--- src/rtl/exc_sel_pkg.sv ---
package exc_sel_pkg;

    localparam int NUM_LINES = 18;
    localparam int LVL_W     = 4;
    localparam int IDX_W     = $clog2(NUM_LINES);

    localparam logic [NUM_LINES-1:0] DEBUG_LINES = 18'h2000A;  // lines 1, 3, 17
    localparam int                   WDOG_LINE   = 5;

    typedef struct packed {
        logic             valid;
        logic [LVL_W-1:0] level;
        logic [IDX_W-1:0] src;
        logic             crit;
    } exc_sel_t;

    function automatic logic [LVL_W-1:0] level_of(input logic [IDX_W-1:0] idx);
        logic [LVL_W-1:0] l;
        case (idx)
            5'd0:           l = 4'd1;
            5'd1:           l = 4'd2;
            5'd2:           l = 4'd3;
            5'd3:           l = 4'd4;
            5'd4:           l = 4'd5;
            5'd5:           l = 4'd6;
            5'd6:           l = 4'd7;
            5'd7:           l = 4'd8;
            5'd8,  5'd9:    l = 4'd9;
            5'd10, 5'd11:   l = 4'd10;
            5'd12:          l = 4'd11;
            5'd13:          l = 4'd12;
            5'd14, 5'd15:   l = 4'd13;
            5'd16:          l = 4'd14;
            5'd17:          l = 4'd15;
            default:        l = 4'd0;
        endcase
        return l;
    endfunction

    function automatic logic is_critical(input logic [LVL_W-1:0] lvl);
        return (lvl != 4'd0) && ((lvl <= 4'd6) || (lvl == 4'd15));
    endfunction

endpackage

--- src/rtl/exc_sel_qualify.sv ---
module exc_sel_qualify
    import exc_sel_pkg::*;
#(
    parameter logic [NUM_LINES-1:0] MASKABLE = 18'h2003F
) (
    input  logic [NUM_LINES-1:0] req_i,
    input  logic [NUM_LINES-1:0] mask_i,
    input  logic                 dbg_mode_i,
    input  logic                 wdog_en_i,
    output logic [NUM_LINES-1:0] elig_o
);

    for (genvar i = 0; i < NUM_LINES; i++) begin : g_line
        logic blocked;
        logic gate;
        assign blocked = MASKABLE[i] & mask_i[i];
        if (DEBUG_LINES[i]) begin : g_dbg
            assign gate = dbg_mode_i;
        end else if (i == WDOG_LINE) begin : g_wdog
            assign gate = wdog_en_i;
        end else begin : g_plain
            assign gate = 1'b1;
        end
        assign elig_o[i] = req_i[i] & ~blocked & gate;
    end

endmodule

--- src/rtl/exc_sel_pick.sv ---
module exc_sel_pick
    import exc_sel_pkg::*;
(
    input  logic [NUM_LINES-1:0] elig_i,
    output exc_sel_t             sel_o
);

    logic [IDX_W-1:0] win;
    logic             any;

    always_comb begin
        win = '0;
        any = 1'b0;
        for (int i = NUM_LINES - 1; i >= 0; i--) begin
            if (elig_i[i]) begin
                win = IDX_W'(i);
                any = 1'b1;
            end
        end
    end

    always_comb begin
        sel_o = '0;
        if (any) begin
            sel_o.valid = 1'b1;
            sel_o.src   = win;
            sel_o.level = level_of(win);
            sel_o.crit  = is_critical(level_of(win));
        end
    end

endmodule

--- src/rtl/exc_sel_hold.sv ---
module exc_sel_hold
    import exc_sel_pkg::*;
(
    input  logic     clk,
    input  logic     rst,
    input  exc_sel_t sel_i,
    input  logic     ack_i,
    output exc_sel_t q_o
);

    always_ff @(posedge clk) begin
        if (rst) begin
            q_o <= '0;
        end else if (q_o.valid) begin
            if (ack_i) q_o <= '0;
        end else begin
            q_o <= sel_i;
        end
    end

    // presented result is frozen until acknowledged
    a_r10_hold: assert property (@(posedge clk) disable iff (rst)
        (q_o.valid && !ack_i) |=> $stable(q_o));

    // acknowledge clears the presented result
    a_r11_ack_clears: assert property (@(posedge clk) disable iff (rst)
        (q_o.valid && ack_i) |=> (q_o == '0));

    // a stray acknowledge does not block capture
    a_r13_capture: assert property (@(posedge clk) disable iff (rst)
        (!q_o.valid && sel_i.valid) |=> (q_o.valid && q_o.src == $past(sel_i.src)));

    // idle outputs are all zero
    a_r12_idle_zero: assert property (@(posedge clk) disable iff (rst)
        !q_o.valid |-> (q_o.level == '0 && q_o.src == '0 && !q_o.crit));

endmodule

--- src/rtl/exc_req_selector.sv ---
module exc_req_selector
    import exc_sel_pkg::*;
#(
    parameter logic [NUM_LINES-1:0] MASKABLE = 18'h2003F
) (
    input  logic                 clk,
    input  logic                 rst,
    input  logic [NUM_LINES-1:0] req_i,
    input  logic [NUM_LINES-1:0] mask_i,
    input  logic                 dbg_mode_i,
    input  logic                 wdog_en_i,
    input  logic                 ack_i,
    output logic                 valid_o,
    output logic [LVL_W-1:0]     level_o,
    output logic [IDX_W-1:0]     src_o,
    output logic                 crit_o
);

    logic [NUM_LINES-1:0] elig;
    exc_sel_t             sel;
    exc_sel_t             held;

    exc_sel_qualify #(.MASKABLE(MASKABLE)) u_qual (
        .req_i      (req_i),
        .mask_i     (mask_i),
        .dbg_mode_i (dbg_mode_i),
        .wdog_en_i  (wdog_en_i),
        .elig_o     (elig)
    );

    exc_sel_pick u_pick (
        .elig_i (elig),
        .sel_o  (sel)
    );

    exc_sel_hold u_hold (
        .clk   (clk),
        .rst   (rst),
        .sel_i (sel),
        .ack_i (ack_i),
        .q_o   (held)
    );

    assign valid_o = held.valid;
    assign level_o = held.level;
    assign src_o   = held.src;
    assign crit_o  = held.crit;

    // a masked external critical line never becomes the new winner
    a_r3_masked_ext: assert property (@(posedge clk) disable iff (rst)
        (MASKABLE[4] && valid_o && !$past(valid_o) && src_o == 5'd4) |-> !$past(mask_i[4]));

    // debug lines win only with debug mode on
    a_r5_dbg_gate: assert property (@(posedge clk) disable iff (rst)
        (valid_o && !$past(valid_o) && DEBUG_LINES[src_o]) |-> $past(dbg_mode_i));

    // watchdog wins only with its enable
    a_r6_wdog_gate: assert property (@(posedge clk) disable iff (rst)
        (valid_o && !$past(valid_o) && src_o == 5'd5) |-> ($past(wdog_en_i) && $past(req_i[5])));

    // class bit agrees with level code
    a_r2_class: assert property (@(posedge clk) disable iff (rst)
        valid_o |-> (crit_o == ((level_o <= 4'd6) || (level_o == 4'd15))));

endmodule

--- config.mk ---
export PLATFORM = sky130hd
export DESIGN_NAME = exc_req_selector
export DESIGN_NICKNAME = d
export VERILOG_FILES = /design/src/rtl/exc_sel_pkg.sv /design/src/rtl/exc_sel_qualify.sv /design/src/rtl/exc_sel_pick.sv /design/src/rtl/exc_sel_hold.sv /design/src/rtl/exc_req_selector.sv
export SDC_FILE = /design/constraint.sdc
export NUM_CORES = 1
export LEC_CHECK = 0
export BUFFER_PORTS_ARGS = -buffer_cell sky130_fd_sc_hd__buf_2
export CAP_MARGIN = 30
export CORE_UTILIZATION = 44
export CTS_CLUSTER_SIZE = 12
export DETAILED_ROUTE_END_ITERATION = 10
export HOLD_SLACK_MARGIN = 0.05
export PLACE_DENSITY = 0.79
export SYNTH_ARGS = -nofsm -noshare
export SYNTH_HDL_FRONTEND = slang
export SYNTH_SLANG_ARGS = --single-unit
--- constraint.sdc ---
create_clock -name clk -period 3.01 [get_ports clk]
set_input_delay 0.1505 -clock clk [delete_from_list [all_inputs] [get_ports clk]]
set_output_delay 0.1505 -clock clk [all_outputs]
set_load 0.01 [all_outputs]
After elaboration in Yosys (flattened, before gate mapping)
Memory sizes are Yosys's and may differ from the RTL's. Index checks and enable logic that the tools add are counted.

Latch bits: 0. Register bits after elaboration: 11. Bits in writable memories: 0. Memories kept: 2. ROM bits: 256. Bits of input ports: 41.

Magnitude comparators: 1. Reduce and logical (&&, ||, !) cells: 3. Multiply operators: 0. Shift-type cells: 0. Divide/modulo/power cells: 0. Mux-type cells: 40. Bitwise logic cells: 18. $add $sub $neg: 0. Equality and inequality tests: 2.

Memories: (no name shown) (depth 32, bits a word 4, rd ports 1, clocked after memory_dff 0, write ports 0, RTL line exc_sel_pkg.sv:19) `case (idx)`; (no name shown) (depth 32, bits a word 4, rd ports 1, clocked after memory_dff 0, write ports 0, RTL line exc_sel_pkg.sv:19).

Operators by type and width (count): $mux 5 (18); $mux 11 (3); $mux 1 (18); $and 1x1->1 (11); $not 1->1 (7); $eq 4x4->1 const B (1); $le 4x3->1 const B (1); $mux 4 (1); $reduce_bool 4->1 (1); $ne 2x2->1 const B (1); $logic_and 1x1->1 (1); $logic_or 1x1->1 (1).

Logic depth before layout (Yosys ltp)
Gate-level depths: netlist of the first run. An unclocked memory read counts as a cell.

Word-level depth: 28. Mapped depth: 12. Mapped depth without buffers: 12.

Modules after synthesis
From an unflattened synthesis of the first run, not the netlist that was laid out.

Cell total of the unflattened synthesis: 141. Area, all modules: 1167.4 um2.

By module, submodules not included: exc_sel_pick (cells each 74, area each 521.8 um2, instances 1); exc_sel_hold (cells each 49, area each 509.2 um2, instances 1); exc_sel_qualify (cells each 18, area each 136.4 um2, instances 1).

Least setup slack after synthesis of the first run
Ideal clock, no wire load.

Path type: input to register. Start point: in mask_i[17]. End point: reg u_hold.q_o[0] (netlist bit). Cell stages on the path: 12. Arrival time: 2.487 ns. Library setup time: 0.087 ns. Setup slack: 0.436 ns. Cells stage by stage: nand3b_1 o21ai_0 nand3_1 a221oi_1 inv_1 ha_1 nor3_2 a2111o_1 o221a_4 o21ai_2 a211o_1 o31ai_1.

Longest elaborated chain between the ends: 28.

RTL lines: start, declared (RTL line exc_req_selector.sv:9) `input logic [NUM_LINES-1:0] mask_i,`; $not 1->1 (*) (RTL line exc_sel_qualify.sv:24) `assign elig_o[i] = req_i[i] & ~blocked & gate;`; $and 1x1->1 (*) (2 in a row) (RTL line exc_sel_qualify.sv:24); $mux 5 (18 in a row) (RTL line exc_sel_pick.sv:15) `if (elig_i[i]) begin`; $mem_v2 32x4; $mux 4 (RTL line exc_sel_pick.sv:24) `if (any) begin`; $le 4x3->1 or $eq 4x4->1 (tied branches) (RTL line exc_sel_pkg.sv:41) `return (lvl != 4'd0) && ((lvl <= 4'd6) || (lvl == 4'd15));`; $logic_or 1x1->1 (RTL line exc_sel_pkg.sv:41); $logic_and 1x1->1 (RTL line exc_sel_pkg.sv:41); $mux 11 (*) (RTL line exc_sel_pick.sv:24); $mux 11 (*) (RTL line exc_sel_hold.sv:14) `end else if (q_o.valid) begin`; end signal, assigned (RTL line exc_sel_hold.sv:17) `q_o <= sel_i;`; end, declared (RTL line exc_sel_hold.sv:8) `output exc_sel_t q_o`.

Mark *: on every way between the ends. The rest lies on a longest branch, timed or not. The select of a mux whose other input is x is not followed. A chain may end at the register's enable or synchronous reset.

Worst setup path after layout of the first run
Start point: in req_i[8]. End point: reg u_hold.q_o[0] (netlist bit).

Longest elaborated chain between the ends: 16.

RTL lines: start, declared (RTL line exc_req_selector.sv:8) `input logic [NUM_LINES-1:0] req_i,`; $mux 5 (9 in a row) (RTL line exc_sel_pick.sv:15); $mem_v2 32x4; $mux 4 (RTL line exc_sel_pick.sv:24); $le 4x3->1 or $eq 4x4->1 (tied branches) (RTL line exc_sel_pkg.sv:41); $logic_or 1x1->1 (RTL line exc_sel_pkg.sv:41); $logic_and 1x1->1 (RTL line exc_sel_pkg.sv:41); $mux 11 (*) (RTL line exc_sel_pick.sv:24); $mux 11 (*) (RTL line exc_sel_hold.sv:14).

Marks and branches as above.

==> reports/qor.yml, run 1 <==
syn_to_final_growth_pct: 27.0
cp.required_ns: 3.19
syn_area_per_cell_um2: 7.83
first_pass_iters: 4
synth_cell_types: 41
end_kind: "flip-flop"
drive_above_1_share_pct: 33.5
cts_made_buffers: 3
synth_ff_type: "dfxtp_1"
start_util_pct: 47.7
holdBufCountCts: 0
crit_type: "in2reg"
drc: 0
clockBufferDepth: 2
drv_slew: 0
cts_tree: "done"
row_count: 16
dieArea_mm2: 0.00236
netlist_area_um2: 955
gr-total-overflow: 0
hold_class: "in2reg"
yosys_warnings: 0
diodes: 0
cts_resized: 0
syn_inst: 122
dieHeight_um: 48.6
io_buffers: 40
synth_edf_count: 0
grt_max_degree: 13
finalHoldViolCount: 0
critPathLaunchType: "primary input"
p_leak_uw: 0.000549
dp_hpwl_mm: 1.87
drt-initial-drc-count: 24
final_nets: 211
wirelength_mm: 2.20
rsz0062_at_grt: "no"
wire_per_inst_um: 11.5
status: "complete, no violations"
r2r-start: "u_hold.q_o[10]$_SDFF_PP0_"
maxCapViolCount: 0
path_max_fanout: 5
vias_per_cell: 5.41
async_reset_ff_share_pct: 0
grt_antenna_before_repair: 0
synth-seq-area-share_pct: 23.1
post-route-min-period_ns: 2.55
fmax_mhz: 392
fp.dieW_um: 48.6
synth_nets: 168
largest_register_ffs: 11
min_from: "rst"
fin_skew_ns: 0.000835
arrival_ns: 2.73
clk_latency_ns: 0.26
grt_use_total_pct: 19.3
top_register: "u_hold.q_o"
grt_pass1_vias: 930
fin_tns_setup_ns: 0
fp.coreArea_mm2: 0.00200
gp_congestion: 0.861
peakVddDrop_uv: 290
htree_num_levels: 1
dpl.cell_count: 187
crit_start: "req_i[8]"
setup_viol: 0
cts_setup_buffers: 0
largestRegisters: "u_hold.q_o (11)"
ys_ff_latch: 11
vias: 1033
pin_count: 52
grt_pass1_wl_mm: 3.71
max_slew_margin_pct: 53.8
clk_pin_slew_ns: 0.07
stdcell_count: 191
cts_root_buf: "clkbuf_4"
drtAntennaViolNets: 0
worst_pin_slew_ns: 0.691
clock_sinks: 11
fin_crit_sh_pct: 84.8
power_density_mw_per_mm2: 345
-- final timing paths --
kind / to / cells past startpoint / slack, ns
max: u_hold.q_o[0]$_SDFFE_PP0P_ / 13 / 0.46
min: u_hold.q_o[3]$_SDFFE_PP0P_ / 2 / 0.18
max reg2reg: u_hold.q_o[0]$_SDFFE_PP0P_ / 4 / 1.49
min reg2reg: u_hold.q_o[3]$_SDFFE_PP0P_ / 2 / 0.45
-- layer usage --
metal	part of all wire (%)	vias to the layer above	track usage, %
li1	-	538	-
met1	45	463	22.7
met2	50	32	36.2
met3	5.2	0	5.03
met4	0	0	1.47
met5	0	-	0
-- stage by stage --
step           total power (µW)  utilization [%]  cell area [µm²]  hold slack, ns  setup slack (ns)
6_report                    418             60.6             1210           0.183             0.458
5_1_grt                     447             60.6             1210           0.187             0.284
4_1_cts                     421             60.6             1210           0.184             0.493
3_5_place_dp                323             59.3             1190           0.441             0.222
3_3_place_gp                318             59.3             1190           0.435             0.192
2_1_floorplan               267                -              955           0.329             0.436
-- placed cells by master, fill, tap and decap left out, types with 2 or more instances in the layout --
| master | n |
|---|---|
| clkbuf_4 | 3 |
| buf_2 | 40 |
| dfxtp_1 | 11 |
| and3_1 | 2 |
| nor3_1 | 4 |
| a21oi_1 | 9 |
| o211a_1 | 2 |
| o21ai_0 | 10 |
| nand3b_1 | 5 |
| nand2b_1 | 5 |
| nand2_1 | 8 |
| nor2b_1 | 5 |
| nor2_1 | 15 |
| and2_1 | 2 |
| buf_4 | 2 |
| ha_1 | 5 |
| nand3_1 | 2 |
| a31oi_1 | 2 |
| a22oi_1 | 5 |
| inv_1 | 4 |
-- critical path, stage by stage --
cell and delay, ns:
buf_2 0.13, or2_1 0.25, nor4_1 0.26, o211ai_1 0.19
a31oi_1 0.28, inv_1 0.13, ha_1 0.21, nor3_2 0.22
a2111o_1 0.18, o221a_4 0.19, o21ai_2 0.05, a211o_1 0.28
o31ai_1 0.22
-- layout make-up --
type                            instances  area (µm²)
Tap cell                               27        33.8
Sequential cell                        11         220
Clock buffer                            4        26.3
Timing Repair Buffer                   42         215
Multi-Input combinational cell        103         702
Inverter                                4        15.0
Fill cell                             195         790
-- cells by family after synthesis --
kind of cell               after synthesis  synth area share [%]
DFF                                     11                  23.1
AOI/OAI and AO/OA                       38                  27.8
adders and majority gates                5                  6.55
buffers and inverters                    8                  3.41
muxes                                    1                  2.36
and+or+nand+nor                         59                  36.8
-- Yosys cell counts, drive strengths merged, types with 3 or more instances --
| cell type | count | share of area [%] |
|---|---|---|
| a22oi | 5 | 3.9 |
| nand2 | 8 | 3.1 |
| nor3 | 5 | 3.1 |
| a21oi | 9 | 4.7 |
| o21ai | 11 | 6.2 |
| ha | 5 | 6.6 |
| nor2 | 15 | 5.9 |
| nand2b | 5 | 3.3 |
| nor4 | 3 | 4.2 |
| nand3b | 5 | 3.9 |
| dfxtp | 11 | 23 |
| nor2b | 5 | 3.3 |
| inv | 4 | 1.6 |
-- power breakdown --
group / switching (µW) / internal (µW) / total, µW
combinational: 83.9 / 74.2 / 158
clock: 46.9 / 51.2 / 98.2
sequential: 5.28 / 157 / 162
total: 136 / 282 / 418
No activity file was read; power rests on OpenSTA's default activity.
==> inputs of run 2 (changes only) <==
==> constraint.sdc (replaced) <==
create_clock -name clk -period 2.6 [get_ports clk]
set_input_delay 0.13 -clock clk [delete_from_list [all_inputs] [get_ports clk]]
set_output_delay 0.13 -clock clk [all_outputs]
set_load 0.01 [all_outputs]
==> run 2 against run 1 <==
Non-clock buffer count increased by 8. Largest power group is now combinational cells. Highest routed layer is now met4. First-iteration DRC count decreased by 50%. Clock skew about the same. Critical endpoint unchanged.
==> reports/qor.yml, run 2 (synthesized netlist as in run 1, its figures left out) <==
status: "complete, no violations"
final_nets: 219  # +3.8%
drc: 0  # unchanged
cts_made_buffers: 3  # unchanged
grt_use_total_pct: 23.1  # +3.8 points
holdBufCountCts: 0  # unchanged
dieHeight_um: 48.6  # unchanged
fin_skew_ns: 0.000514  # -0.000321 ns
clockBufferDepth: 2  # unchanged
crit_type: "in2reg"
post-route-min-period_ns: 2.35
gp_congestion: 0.892  # +3.6%
cts_setup_buffers: 0  # unchanged
slowest_delay_ns: 0.29  # about the same
fp.coreArea_mm2: 0.00200  # unchanged
drtAntennaViolNets: 0  # unchanged
mostFrequentLayoutCells: "buf_2 (40), nor2_1 (15), dfxtp_1 (11)"
drt-initial-drc-count: 12  # -50%
worst_pin_slew_ns: 0.760  # +0.0689 ns
critical_path_depth: 13  # unchanged
htree_num_levels: 1  # unchanged
cpMaxStageDelayCell: "a211o_1"
diodes: 0  # unchanged
start_util_pct: 47.7  # unchanged
cp.required_ns: 2.79  # -0.40 ns
grt_antenna_before_repair: 0  # unchanged
cts_root_buf: "clkbuf_4"
io_buffers: 40  # unchanged
gr-total-overflow: 0  # unchanged
syn_to_final_growth_pct: 35.9
maxCapViolCount: 0  # unchanged
setup_viol: 0  # unchanged
grt_use_met2_pct: 43.0  # +6.8 points
cts_tree: "done"
cp_num_buf_inv: 2  # unchanged
wire_per_inst_um: 13.1  # +14%
grt_max_degree: 13  # unchanged
largest_register_ffs: 11  # unchanged
final_common_cell: "buf_2"
top_register: "u_hold.q_o"
holdWs_ns: 0.161  # -0.0215 ns
path_max_fanout: 4  # -1
cts_resized: 0  # unchanged
wirelength_mm: 2.60  # +18%
path_cells: "buf_2, or2_1, nor4_2, o211ai_1, a31oi_2, inv_1, ha_1, nor3_2, a2111o_1, o221a_4, o21ai_2, a211o_1, o31ai_1"
rsz0062_at_grt: "no"
row_count: 16  # unchanged
drv_slew: 0  # unchanged
first_pass_iters: 4  # unchanged
grt_pass1_wl_mm: 4.32  # +16%
drive_above_1_share_pct: 39.5  # +6.0 points
p_leak_uw: 0.000595  # +8.3%
met3_usage_pct: 4.72  # -0.31 points
arrival_ns: 2.54  # -0.19 ns
grt_use_met1_pct: 24.6  # +1.9 points
pin_count: 52  # unchanged
clk_pin_slew_ns: 0.07  # about the same
grt-busiest-layer: "met2"
dp_hpwl_mm: 2.09  # +12%
fmax_mhz: 426
largestRegisters: "u_hold.q_o (11)"
dieArea_mm2: 0.00236  # unchanged
clock_sinks: 11  # unchanged
clk_latency_ns: 0.27  # about the same
crit_family: "compound AO/OA/AOI/OAI gates"
max_slew_margin_pct: 49.2  # -4.6 points
fin_tns_setup_ns: 0  # unchanged
vias_per_cell: 5.63  # +4.2%
r2r.worst_path.cells: 4  # unchanged
fp.dieW_um: 48.6  # unchanged
end_kind: "flip-flop"
finalHoldViolCount: 0  # unchanged
peakVddDrop_uv: 403  # +39%
hold_class: "in2reg"
grt_pass1_vias: 1074  # +15%
fin_crit_sh_pct: 90.2
power_density_mw_per_mm2: 395  # +15%
critPathLaunchType: "primary input"
whs_path_depth: 2  # unchanged
vias: 1121  # +8.5%
## run 2: cell count changes in the layout (fill, tap and decap cells not counted), sizes merged
cell / change
buf: +8
clkbuf: -1
clkinv: +1
## run 2: worst paths after layout
kind	endpoint	from	slack, ns
setup / recovery	u_hold.q_o[0]$_SDFFE_PP0P_	req_i[8]	0.25
hold / removal	u_hold.q_o[5]$_SDFFE_PP0P_	rst	0.16
setup reg to reg	u_hold.q_o[0]$_SDFFE_PP0P_	u_hold.q_o[10]$_SDFF_PP0_	0.99
hold reg to reg	u_hold.q_o[5]$_SDFFE_PP0P_	u_hold.q_o[5]$_SDFFE_PP0P_	0.45
## run 2: layer usage
metal / share of wire (%) / wire, µm
met5: 0 / 0
met4: 2.2 / 58
met3: 5.2 / 135
met2: 54 / 1400
met1: 39 / 1010
## run 2: area by class of cell
cell class              instances  area, µm²
inverters                       4       15.0
clock inverters                 1       5.00
clock buffers                   3       22.5
fillers                       182        704
well taps                      27       33.8
repair buffers                 50        275
flip-flops and latches         11        220
multi-input cells             103        726
## run 2: power by group
| group | switching (µW) | total [µW] | internal (µW) |
|---|---|---|---|
| Combinational | 110 | 211 | 101 |
| Clock | 57.6 | 115 | 57.0 |
| Sequential | 6.14 | 188 | 181 |
| Total | 173 | 513 | 340 |
## run 2: through the flow
step,total power [µW],util (%),worst slack (ns),instances,instance area (µm²)
after floorplan,309,-,0.0462,122,955
after global placement,383,62.3,-0.118,195,1250
after detailed placement,393,62.3,-0.191,195,1250
after CTS,509,63.6,0.0825,199,1270
after global routing,547,64.8,0.0120,199,1300
final,513,64.8,0.254,199,1300
## run 2: worst register-to-register path: cells and delay by family, from the launching register on
family	cells	cell delay, ns
buf+inv	1	0.14
compound gates	3	1.06
flops	1	0.33
==> inputs of run 3 (changes only) <==
--- a/config.mk
+++ b/config.mk
@@ -7,11 +7,11 @@
 export LEC_CHECK = 0
 export BUFFER_PORTS_ARGS = -buffer_cell sky130_fd_sc_hd__buf_2
 export CAP_MARGIN = 30
-export CORE_UTILIZATION = 44
+export CORE_UTILIZATION = 47
 export CTS_CLUSTER_SIZE = 12
 export DETAILED_ROUTE_END_ITERATION = 10
 export HOLD_SLACK_MARGIN = 0.05
-export PLACE_DENSITY = 0.79
+export PLACE_DENSITY = 0.84
 export SYNTH_ARGS = -nofsm -noshare
 export SYNTH_HDL_FRONTEND = slang
 export SYNTH_SLANG_ARGS = --single-unit
==> constraint.sdc (replaced) <==
create_clock -name clk -period 2.7 [get_ports clk]
set_input_delay 0.135 -clock clk [delete_from_list [all_inputs] [get_ports clk]]
set_output_delay 0.135 -clock clk [all_outputs]
set_load 0.01 [all_outputs]
==> run 3 against run 2 <==
Highest routed layer unchanged. Clock skew up 0.0031 ns. Clock-buffer cell count up 1. Core utilization up 5.2 points. First-iteration DRC count rose to 4.4 times the previous value. Die area down 6.1%. Largest cell class unchanged. Combinational power down 7%. Flip-flop and latch count unchanged. Worst hold slack better by 0.018 ns. Final cell count down 2.0%.
==> reports/qor.yml, run 3 (synthesized netlist as in run 1, its figures left out) <==
fin_tns_setup_ns: 0  # unchanged
hold_class: "in2reg"
critPathLaunchType: "primary input"
wirelength_mm: 2.53  # -2.7%
fin_skew_ns: 0.00357  # +0.00305 ns
row_count: 15  # -1
fill_cells: 154  # -15%
maxCapViolCount: 0  # unchanged
grt_antenna_before_repair: 0  # unchanged
start_util_pct: 52.4  # +4.8 points
end_kind: "flip-flop"
clock_sinks: 11  # unchanged
dp_hpwl_mm: 2.04  # -2.6%
holdBufCountCts: 0  # unchanged
min_from: "rst"
crit_family: "compound AO/OA/AOI/OAI gates"
syn_to_final_growth_pct: 33.4
status: "complete, no violations"
drc: 0  # unchanged
finalHoldViolCount: 0  # unchanged
cp_num_buf_inv: 1  # -1
first_pass_iters: 5  # +1
dieHeight_um: 47.1  # -3.1%
crit_type: "in2reg"
p_leak_uw: 0.000580  # -2.5%
vias: 1125  # +0.36%
dpl.cell_count: 191  # -2.1%
worst_pin_slew_ns: 0.683  # -0.0766 ns
gr-total-overflow: 0  # unchanged
cpMaxStageDelayCell: "a2111o_1"
cp.required_ns: 2.85  # +0.06 ns
clockBufferDepth: 2  # unchanged
fp.coreArea_mm2: 0.00182  # -9.1%
max_slew_margin_pct: 54.3  # +5.1 points
final_common_cell: "buf_2"
top_register: "u_hold.q_o"
power_uw: 486  # -5.2%
cts_setup_buffers: 0  # unchanged
cts_tree: "done"
vias_per_cell: 5.77  # +2.4%
holdWs_ns: 0.179  # +0.0179 ns
r2r-end: "u_hold.q_o[0]$_SDFFE_PP0P_"
stdcell_count: 195  # -2.0%
clk_pin_slew_ns: 0.07  # about the same
dieArea_mm2: 0.00222  # -6.1%
r2r_slack_ns: 1.16  # +0.17 ns
io_buffers: 40  # unchanged
wire_per_inst_um: 13.0  # -0.69%
rsz0062_at_grt: "no"
register_area_um2: 220  # unchanged
cts_made_buffers: 3  # unchanged
peakVddDrop_uv: 404  # +0.12%
drive_above_1_share_pct: 37.6  # -1.9 points
holdPathEnd: "u_hold.q_o[4]$_SDFFE_PP0P_"
htree_num_levels: 1  # unchanged
grt_pass1_wl_mm: 3.92  # -9.3%
diodes: 0  # unchanged
gp_congestion: 0.870  # -2.4%
clk_latency_ns: 0.26  # about the same
largestRegisters: "u_hold.q_o (11)"
final_nets: 217  # -0.91%
mostFrequentLayoutCells: "buf_2 (40), nor2_1 (15), dfxtp_1 (11)"
cts_root_buf: "clkbuf_4"
grt_max_degree: 13  # unchanged
arrival_ns: 2.64  # +0.10 ns
setup_viol: 0  # unchanged
drv_slew: 0  # unchanged
fin_crit_sh_pct: 92.4
largest_register_ffs: 11  # unchanged
fp.dieW_um: 47.1  # -3.1%
power_density_mw_per_mm2: 382  # -3.4%
path_max_fanout: 3  # -1
grt_use_total_pct: 24.5  # +1.4 points
r2r.worst_path.cells: 4  # unchanged
post-route-min-period_ns: 2.50
pin_count: 52  # unchanged
whs_path_depth: 2  # unchanged
multi_input_area_um2: 721  # -0.69%
final_core_util_pct: 70.0  # +5.2 points
grt_pass1_vias: 986  # -8.2%
slowest_delay_ns: 0.42  # +0.13 ns
cts_resized: 0  # unchanged
path_cells: "buf_2, or2_1, nor4_2, o211ai_1, a31oi_2, ha_1, a31oi_1, a2111o_1, o221a_4, o32ai_1, nor3b_1, o31ai_1"
drtAntennaViolNets: 0  # unchanged
drt-initial-drc-count: 53  # +41
fmax_mhz: 401
r2r-start: "u_hold.q_o[10]$_SDFF_PP0_"
-- run 3: changes by cell type in the layout (fill, tap and decap cells not counted) --
cell	before	now
nor3b_2	1	0
nor3b_1	0	1
clkinv_2	1	0
clkbuf_1	0	1
buf_4	10	8
-- run 3: worst reg2reg max path: cells and delay by family, from the launching register on --
family | cells | cell delay [ns]
buffers and inverters | 1 | 0.11
flip-flops | 1 | 0.34
AO/OA/AOI/OAI | 3 | 1.01
-- run 3: layer usage --
layer | track usage, % | up-vias | part of all wire, %
met5 | 0 | - | 0
met4 | 3.43 | 0 | 0.63
met3 | 6.54 | 2 | 7.5
met2 | 43.3 | 57 | 50
met1 | 30.6 | 518 | 42
li1 | - | 548 | -
-- run 3: area by class of cell --
| class | instances | share of cell area (%) |
|---|---|---|
| timing repair buffer | 48 | 20.4 |
| sequential | 11 | 17.3 |
| inverter | 4 | 1.18 |
| tap | 25 | 2.46 |
| clock buffer | 4 | 2.06 |
| multi-input combinational | 103 | 56.6 |
-- run 3: report_power, final --
part           switching, µW  internal [µW]
combinational            104           93.1
sequential              6.24            175
clock                   51.3           57.1
total                    161            325
-- run 3: worst max path at each step --
stage / depth (start not counted) / endpoint / startpoint
after global placement: 13 / u_hold.q_o[0]$_SDFFE_PP0P_ / req_i[8]
final: 12 / u_hold.q_o[0]$_SDFFE_PP0P_ / req_i[8]
after detailed placement: 13 / u_hold.q_o[0]$_SDFFE_PP0P_ / req_i[8]
after global routing: 13 / u_hold.q_o[0]$_SDFFE_PP0P_ / req_i[8]
after floorplan: 12 / u_hold.q_o[0]$_SDFFE_PP0P_ / mask_i[17]
after CTS: 13 / u_hold.q_o[0]$_SDFFE_PP0P_ / req_i[8]
-- run 3: through the flow --
step	cell area (µm²)	setup WS, ns
global route	1270	0.0502
CTS	1250	0.160
floorplan	955	0.141
detailed placement	1230	-0.127
global placement	1230	-0.0407
finish	1270	0.204
